## config.mk

```make
export PLATFORM = sky130hd
export DESIGN_NAME = tadc_servo_ctrl
export DESIGN_NICKNAME = d
export VERILOG_FILES = /design/src/rtl/tadc_pkg.sv /design/src/rtl/tadc_window.sv /design/src/rtl/tadc_step.sv /design/src/rtl/tadc_lock.sv /design/src/rtl/tadc_servo_ctrl.sv
export SDC_FILE = /design/constraint.sdc
export NUM_CORES = 1
export LEC_CHECK = 0
export BUFFER_PORTS_ARGS = -buffer_cell sky130_fd_sc_hd__buf_2
export CORE_MARGIN = 4
export CORE_UTILIZATION = 56
export CTS_CLUSTER_SIZE = 16
export DETAILED_ROUTE_END_ITERATION = 12
export MAX_ROUTING_LAYER = met4
export PLACE_DENSITY = 0.78
export SYNTH_ARGS = -nofsm -noshare
export SYNTH_HDL_FRONTEND = slang
export SYNTH_HIERARCHICAL = 1
export SYNTH_SLANG_ARGS = --single-unit
```

## constraint.sdc

```tcl
create_clock -name clk -period 2.5 [get_ports clk]
set_input_delay 0.75 -clock clk [delete_from_list [all_inputs] [get_ports clk]]
set_output_delay 0.75 -clock clk [all_outputs]
set_load 0.05 [all_outputs]
```

## src/rtl/tadc_pkg.sv

```systemverilog
package tadc_pkg;
  typedef enum logic [1:0] {
    MODE_TRACK   = 2'b00,
    MODE_MIN     = 2'b01,
    MODE_MAX     = 2'b10,
    MODE_TRACK_B = 2'b11
  } tadc_mode_e;

  function automatic logic mode_is_track(input logic [1:0] m);
    return (m == MODE_TRACK) || (m == MODE_TRACK_B);
  endfunction
endpackage

```

## src/rtl/tadc_window.sv

```systemverilog
// Decides when a counting window starts and whether this clock may act.
module tadc_window (
  input  logic       clk,
  input  logic       rst_n,
  input  logic       en,
  input  logic       hold,
  input  logic [1:0] mode,
  output logic       act,
  output logic       restart
);
  logic       run_q;
  logic [1:0] mode_q;

  assign act     = en && !hold;
  assign restart = act && (!run_q || (mode != mode_q));

  always_ff @(posedge clk or negedge rst_n) begin
    if (!rst_n) begin
      run_q  <= 1'b0;
      mode_q <= 2'b00;
    end else if (!en) begin
      run_q  <= 1'b0;
    end else if (act) begin
      run_q  <= 1'b1;
      mode_q <= mode;
    end
  end
endmodule

```

## src/rtl/tadc_step.sv

```systemverilog
// Saturating one-LSB step with per-mode direction inhibit.
module tadc_step
  import tadc_pkg::*;
#(
  parameter int CODE_W = 8
) (
  input  logic [CODE_W-1:0] cur,
  input  logic              cmp_above,
  input  logic [1:0]        mode,
  output logic [CODE_W-1:0] nxt,
  output logic              at_rail
);
  localparam logic [CODE_W-1:0] TOP = {CODE_W{1'b1}};

  logic up_ok, dn_ok;

  always_comb begin
    up_ok   = cmp_above  && (mode != MODE_MIN) && (cur != TOP);
    dn_ok   = !cmp_above && (mode != MODE_MAX) && (cur != '0);
    at_rail = (cmp_above && (cur == TOP)) || (!cmp_above && (cur == '0));
    if (up_ok)      nxt = cur + 1'b1;
    else if (dn_ok) nxt = cur - 1'b1;
    else            nxt = cur;
  end
endmodule

```

## src/rtl/tadc_lock.sv

```systemverilog
// Valid flag: lock detection in track mode, first-step bound in capture modes.
module tadc_lock (
  input  logic clk,
  input  logic rst_n,
  input  logic en,
  input  logic act,
  input  logic restart,
  input  logic is_track,
  input  logic cmp_above,
  input  logic at_rail,
  output logic valid
);
  logic prev_cmp_q;

  always_ff @(posedge clk or negedge rst_n) begin
    if (!rst_n) begin
      valid      <= 1'b0;
      prev_cmp_q <= 1'b0;
    end else if (!en) begin
      valid      <= 1'b0;
    end else if (act) begin
      prev_cmp_q <= cmp_above;
      if (restart)
        valid <= 1'b0;
      else if (!is_track || (cmp_above != prev_cmp_q) || at_rail)
        valid <= 1'b1;
    end
  end
endmodule

```

## src/rtl/tadc_servo_ctrl.sv

```systemverilog
module tadc_servo_ctrl
  import tadc_pkg::*;
#(
  parameter int CODE_W = 8
) (
  input  logic              clk,
  input  logic              rst_n,
  input  logic              cmp_above,
  input  logic              en,
  input  logic              hold,
  input  logic [1:0]        mode,
  output logic [CODE_W-1:0] code,
  output logic              valid
);
  localparam logic [CODE_W-1:0] PRESET_MIN = {CODE_W{1'b1}};
  localparam logic [CODE_W-1:0] PRESET_MAX = '0;

  logic              act, restart, at_rail;
  logic [CODE_W-1:0] step_nxt;

  tadc_window u_win (
    .clk(clk), .rst_n(rst_n), .en(en), .hold(hold), .mode(mode),
    .act(act), .restart(restart)
  );

  tadc_step #(.CODE_W(CODE_W)) u_step (
    .cur(code), .cmp_above(cmp_above), .mode(mode),
    .nxt(step_nxt), .at_rail(at_rail)
  );

  tadc_lock u_lock (
    .clk(clk), .rst_n(rst_n), .en(en), .act(act), .restart(restart),
    .is_track(mode_is_track(mode)), .cmp_above(cmp_above),
    .at_rail(at_rail), .valid(valid)
  );

  always_ff @(posedge clk or negedge rst_n) begin
    if (!rst_n) begin
      code <= '0;
    end else if (act) begin
      if (restart) begin
        if (mode == MODE_MIN)      code <= PRESET_MIN;
        else if (mode == MODE_MAX) code <= PRESET_MAX;
      end else begin
        code <= step_nxt;
      end
    end
  end
endmodule

```

# Word-level counts from Yosys, hierarchy flattened
# Index checks and enable logic that the tools add are counted.
# totals
word_cells,54
input_bits,7
regBits,13
output_inout_bits,9
# op_classes
reduce_logical,24
n_eq_ne,12
add_sub_neg,2
n_mux,11
# op_table
cell,n
$mux W8,5
$add A8 B1 Y8 const B,1
$eq A8 B8 Y1 const B,1
$logic_and A1 B1 Y1,8
$logic_not A8 Y1,1
$ne A8 B8 Y1 const B,1
$reduce_bool A8 Y1,1
$sub A8 B1 Y8 const B,1
$mux W1,6
$ne A3 B1 Y1 const B,2
$logic_or A1 B1 Y1,5
$eq A2 B2 Y1 const B,2
$logic_not A1 Y1,4
$ne A2 B1 Y1 const B,2
$reduce_and A2 Y1,2
$reduce_and A3 Y1,1
$reduce_bool A3 Y1,1
$eq A2 B1 Y1 const B,1
$logic_not A2 Y1,1
$ne A2 B2 Y1,1
$ne A2 B2 Y1 const B,1
$ne A1 B1 Y1,1

# Logic depth before layout (Yosys ltp)
# depth
depth_word,9
depth_mapped,8
mapped_depth_nobuf,8

# Modules after synthesis
# Netlist, hierarchy kept.
# modules_own_cells
module,seq_area_each_um2,cells_per_inst,n_inst,area_each_um2
tadc_servo_ctrl,200.2,49,1,464.2
tadc_step,0.0,59,1,391.6
tadc_window,75.1,11,1,156.4
tadc_lock,50.0,10,1,105.1

# Least setup slack after synthesis
# OpenSTA, ideal clock, no wires.
# synth_path
path_kind,flip-flop to flip-flop
startpoint,register code[0]
endpoint,register code[3]
path_stages_with_launch,9
arrival_time_ps,2236
required_ps,2374
slack_ps,138
period_less_slack_ps,2362
setup_time_ps,126
path_buffers,0
path_cell_list,dfrtp_1 inv_1 ha_1 nor3b_1 nand3_1 nand2_1 o41ai_1 xor2_1 a221o_1
# synth_via
elab_chain_cells,4
elab_cells_between_ends,11
classes_between,add/sub (2); eq/ne (1); mux (3); reduce/logical (5)
# synth_rtl
item,line,rtl
from (decl),tadc_servo_ctrl.sv:12,"output logic [CODE_W-1:0] code,"
from (signal assigned),tadc_servo_ctrl.sv:45,code <= step_nxt;
$sub A8 B1 Y8 or $ne A8 B8 Y1 (tied branches),"tadc_step.sv:22, tadc_step.sv:18",
$mux W8 or $logic_and A1 B1 Y1 (tied branches),"tadc_step.sv:22, tadc_step.sv:18",
$mux W8 (*),tadc_step.sv:21,if (up_ok) nxt = cur + 1'b1;
named net step_nxt[3],tadc_servo_ctrl.sv:19,logic [CODE_W-1:0] step_nxt;
$mux W8 (*),tadc_servo_ctrl.sv:41,if (restart) begin
# Mark *: on every way through the listed nets, which the timed path passes. The rest lies on a longest branch. The select of a mux whose other input is x is not followed.
# A chain may end at the register's enable or synchronous reset.

# Final worst setup path
# layout_path
startpoint,register code[1]
endpoint,register code[2]
# The elaborated chain is that of the path after synthesis.

==> impl_metrics.sql <==
INSERT INTO impl_metrics (metric_group, metric, value, unit) VALUES
('synthesis', 'netlist_area', '0.00112', 'mm²'),
('sta', 'finalSetupViolations', '0', ''),
('synthesis', 'yosysTopAreaCell', 'sky130_fd_sc_hd__dfrtp_1', ''),
('synthesis', 'syn-mean-instance-area', '8.66', 'µm²'),
('die', 'io_pins', '16', ''),
('clock_network', 'cts_hold_repair.buffers', '0', ''),
('clock_network', 'cts-root-buf', 'sky130_fd_sc_hd__clkbuf_4', ''),
('sta', 'maxClockFrequency', '0.436', 'GHz'),
('routing', 'wl_per_cell', '15.2', 'µm'),
('synthesis', 'synth.yosys.warnings', '6', ''),
('global_routing', 'number_of_global_route_vias_before_repair', '1025', ''),
('setup_path', 'critical_path_class', 'reg -> reg', ''),
('die', 'floorplan.initialDensity', '62.0', '%'),
('clock_network', 'ctsHtreeMaxLevel', '1', ''),
('setup_path', 'worst_path_largest_cell_delay', '0.49', 'ns'),
('die', 'placementRows', '15', ''),
('synthesis', 'seq_area_frac_synth', '29.1', '%'),
('clock_network', 'cts_buffers', '3', ''),
('routing', 'post-route-drc-count', '0', ''),
('place', 'io_buffer_count', '15', ''),
('place', 'placed_cell_area', '0.00120', 'mm²'),
('clock_network', 'clkSinkCount', '13', ''),
('global_routing', 'grt_max_degree', '16', ''),
('synthesis', 'synth-async-reset-ratio', '100', '%'),
('setup_path', 'worst_setup_path_end_kind', 'register', ''),
('power_and_ir_drop', 'worst_supply_voltage_drop_on_vdd', '0.620', 'mV'),
('cells_and_area', 'insertedDiodeCount', '0', ''),
('synthesis', 'synth_enable_flop_cells', '0', ''),
('sta', 'maxSlewHeadroom', '78.6', '%'),
('die', 'die-area', '0.00277', 'mm²'),
('routing', 'routed-via-count', '1064', ''),
('power_and_ir_drop', 'power_density', '991', 'mW/mm²'),
('synthesis', 'synth_ff_type', 'sky130_fd_sc_hd__dfrtp_1', ''),
('min_path', 'worstHoldPathType', 'in -> async', ''),
('die', 'chipHeight', '52.7', 'µm'),
('sta', 'final.min_clock_period', '2.29', 'ns'),
('synthesis', 'synth_fp_nets', '141', ''),
('outcome', 'outcome', 'complete, no violations', ''),
('synthesis', 'synth_cell_type_count', '39', ''),
('sta', 'finalHoldViolCount', '0', ''),
('routing', 'drtPass1Iterations', '4', ''),
('setup_path', 'reg2regPathDepth', '8', ''),
('synthesis', 'synthMostInstantiatedCell', 'sky130_fd_sc_hd__inv_1', ''),
('synthesis', 'syn-instance-count', '129', ''),
('power_and_ir_drop', 'total_leakage_power', '0.590', 'nW'),
('cells_and_area', 'drive_above_1_share', '21.2', '%'),
('cells_and_area', 'finish.instance_area', '0.00123', 'mm²'),
('clock_network', 'cts_tree', 'yes', ''),
('global_routing', 'track_usage', '23.1', '%'),
('cells_and_area', 'layoutNonFillerInstCount', '171', ''),
('synthesis', 'synthDominantCellAreaShare', '29.1', '%'),
('cells_and_area', 'final_net_count', '159', ''),
('routing', 'routed_wirelength', '2590', 'µm'),
('setup_path', 'required', '2.67', 'ns'),
('place', 'numPlacedInstances', '167', ''),
('clock_network', 'cts_buffer_depth', '2', ''),
('global_routing', 'grt_first_pass_wirelength', '4560', 'µm'),
('die', 'die_x', '52.7', 'µm'),
('die', 'core_area', '0.00180', 'mm²'),
('clock_network', 'postCtsResizedCells', '0', ''),
('flow_run', 'number_of_maximum_capacitance_constraint_violations', '0', ''),
('setup_path', 'path_cells', 'inv_1, ha_1, nor3b_1, nand3_1, nand2_1, o22ai_1, xor2_1, a221o_1', ''),
('sta', 'final-max-slew-violation-count', '0', ''),
('setup_path', 'critical_path.startpoint_type', 'register', ''),
('clock_network', 'cts_setup_buffers', '0', ''),
('global_routing', 'grt_overflow', '0', ''),
('synthesis', 'postSynthRegisterBits', '13', ''),
('sta', 'grt_setup_unrepaired', 'false', ''),
('synthesis', 'post_synth_main_area_contributors', 'sky130_fd_sc_hd__dfrtp_1, sky130_fd_sc_hd__a221o_1, sky130_fd_sc_hd__ha_1, sky130_fd_sc_hd__inv_1, sky130_fd_sc_hd__o21ai_0', ''),
('sta', 'setup_total_negative_slack', '0', 'ns'),
('synthesis', 'commonest_cells_in_the_synthesized_netlist', 'sky130_fd_sc_hd__inv_1, sky130_fd_sc_hd__dfrtp_1, sky130_fd_sc_hd__nor2_1', '');
cells in the final DEF (no fill, tap or decap), types with 2 or more instances in the layout:
cell type	count
sky130_fd_sc_hd__dfrtp_1	13
sky130_fd_sc_hd__xor2_1	5
sky130_fd_sc_hd__a22oi_1	2
sky130_fd_sc_hd__or4_1	2
sky130_fd_sc_hd__nor2b_1	3
sky130_fd_sc_hd__a311oi_1	2
sky130_fd_sc_hd__ha_1	5
sky130_fd_sc_hd__buf_4	3
sky130_fd_sc_hd__mux2_4	3
sky130_fd_sc_hd__buf_2	15
sky130_fd_sc_hd__nand2b_1	2
sky130_fd_sc_hd__clkbuf_4	3
sky130_fd_sc_hd__nor2b_4	2
sky130_fd_sc_hd__o21ai_0	9
sky130_fd_sc_hd__and3_1	2
sky130_fd_sc_hd__nor3_1	3
sky130_fd_sc_hd__nand2_1	8
sky130_fd_sc_hd__nor2_1	12
sky130_fd_sc_hd__a221o_1	8
sky130_fd_sc_hd__nand3_1	6
sky130_fd_sc_hd__inv_1	16
sky130_fd_sc_hd__xnor2_1	3
worst max-delay path, delay by kind of cell (launching register included):
kind                     cells  cell delay (ns)
AO/OA/AOI/OAI                2             0.48
XOR/XNOR                     1             0.16
adder cells (fa/ha/maj)      1             0.20
buffers and inverters        1             0.14
flip-flops                   1             0.49
AND/OR/NAND/NOR              3             0.72
layer usage:
layer  vias up  GRT usage (%)  part of all wire (%)
met5         -              -                     0
met4         0           11.1                   4.5
met3        18           6.84                   6.2
met2        43           37.6                    48
met1       511           25.9                    41
li1        492              -                     -
per-stage QoR:
stage | hold slack, ns | setup WS, ns | utilization (%) | total power, mW
floorplan | 0.454 | 0.138 | - | 0.929
global placement | 0.513 | 0.165 | 66.4 | 1.05
detailed placement | 0.519 | 0.0882 | 66.4 | 1.08
CTS | 0.341 | 0.177 | 67.8 | 1.21
global route | 0.341 | 0.0311 | 68.3 | 1.32
finish | 0.340 | 0.209 | 68.3 | 1.22
cell type report:
type / count / area (µm²) / share of cell area, %
sequential: 13 / 325 / 26.4
timing repair buffer: 18 / 97.6 / 7.93
inverter: 16 / 60.1 / 4.88
clock buffer: 4 / 26.3 / 2.14
multi-input combinational: 95 / 689 / 56.1
tap: 25 / 31.3 / 2.54
worst paths after layout:
| kind | startpoint | endpoint | slack, ns |
|---|---|---|---|
| worst max register to register | code[1] | code[2] | 0.21 |
| max in group asynchronous | rst_n | u_win/run_q | 1.91 |
| worst min-delay path | rst_n | code[6] | 0.34 |
| min in group clk | u_win/run_q | u_win/run_q | 0.54 |
| worst max-delay path | code[1] | code[2] | 0.21 |
| worst min register to register | u_win/run_q | u_win/run_q | 0.54 |
registers in the layout (all words and copies together), names as in the netlist:
name,flops
u_win/mode_q,2
u_lock/prev_cmp_q,1
code,8
u_lock/valid,1
u_win/run_q,1
logic make-up (layout without fill, tap and decap cells):
group | count (synthesis) | after routing | share of synthesized area, %
compound gates | 32 | 32 | 21.3
xor+xnor | 8 | 8 | 6.27
fa+ha+maj | 5 | 5 | 5.60
buf+inv | 21 | 38 | 9.85
flops | 13 | 13 | 29.1
mux | 3 | 3 | 4.03
simple gates | 47 | 47 | 23.9
power by group:
part | total [mW] | switching, mW | internal (mW)
clock network | 0.134 | 0.0725 | 0.0620
registers | 0.406 | 0.133 | 0.272
logic | 0.678 | 0.440 | 0.239
total | 1.22 | 0.646 | 0.573
Power figures use the tool's default switching activity.
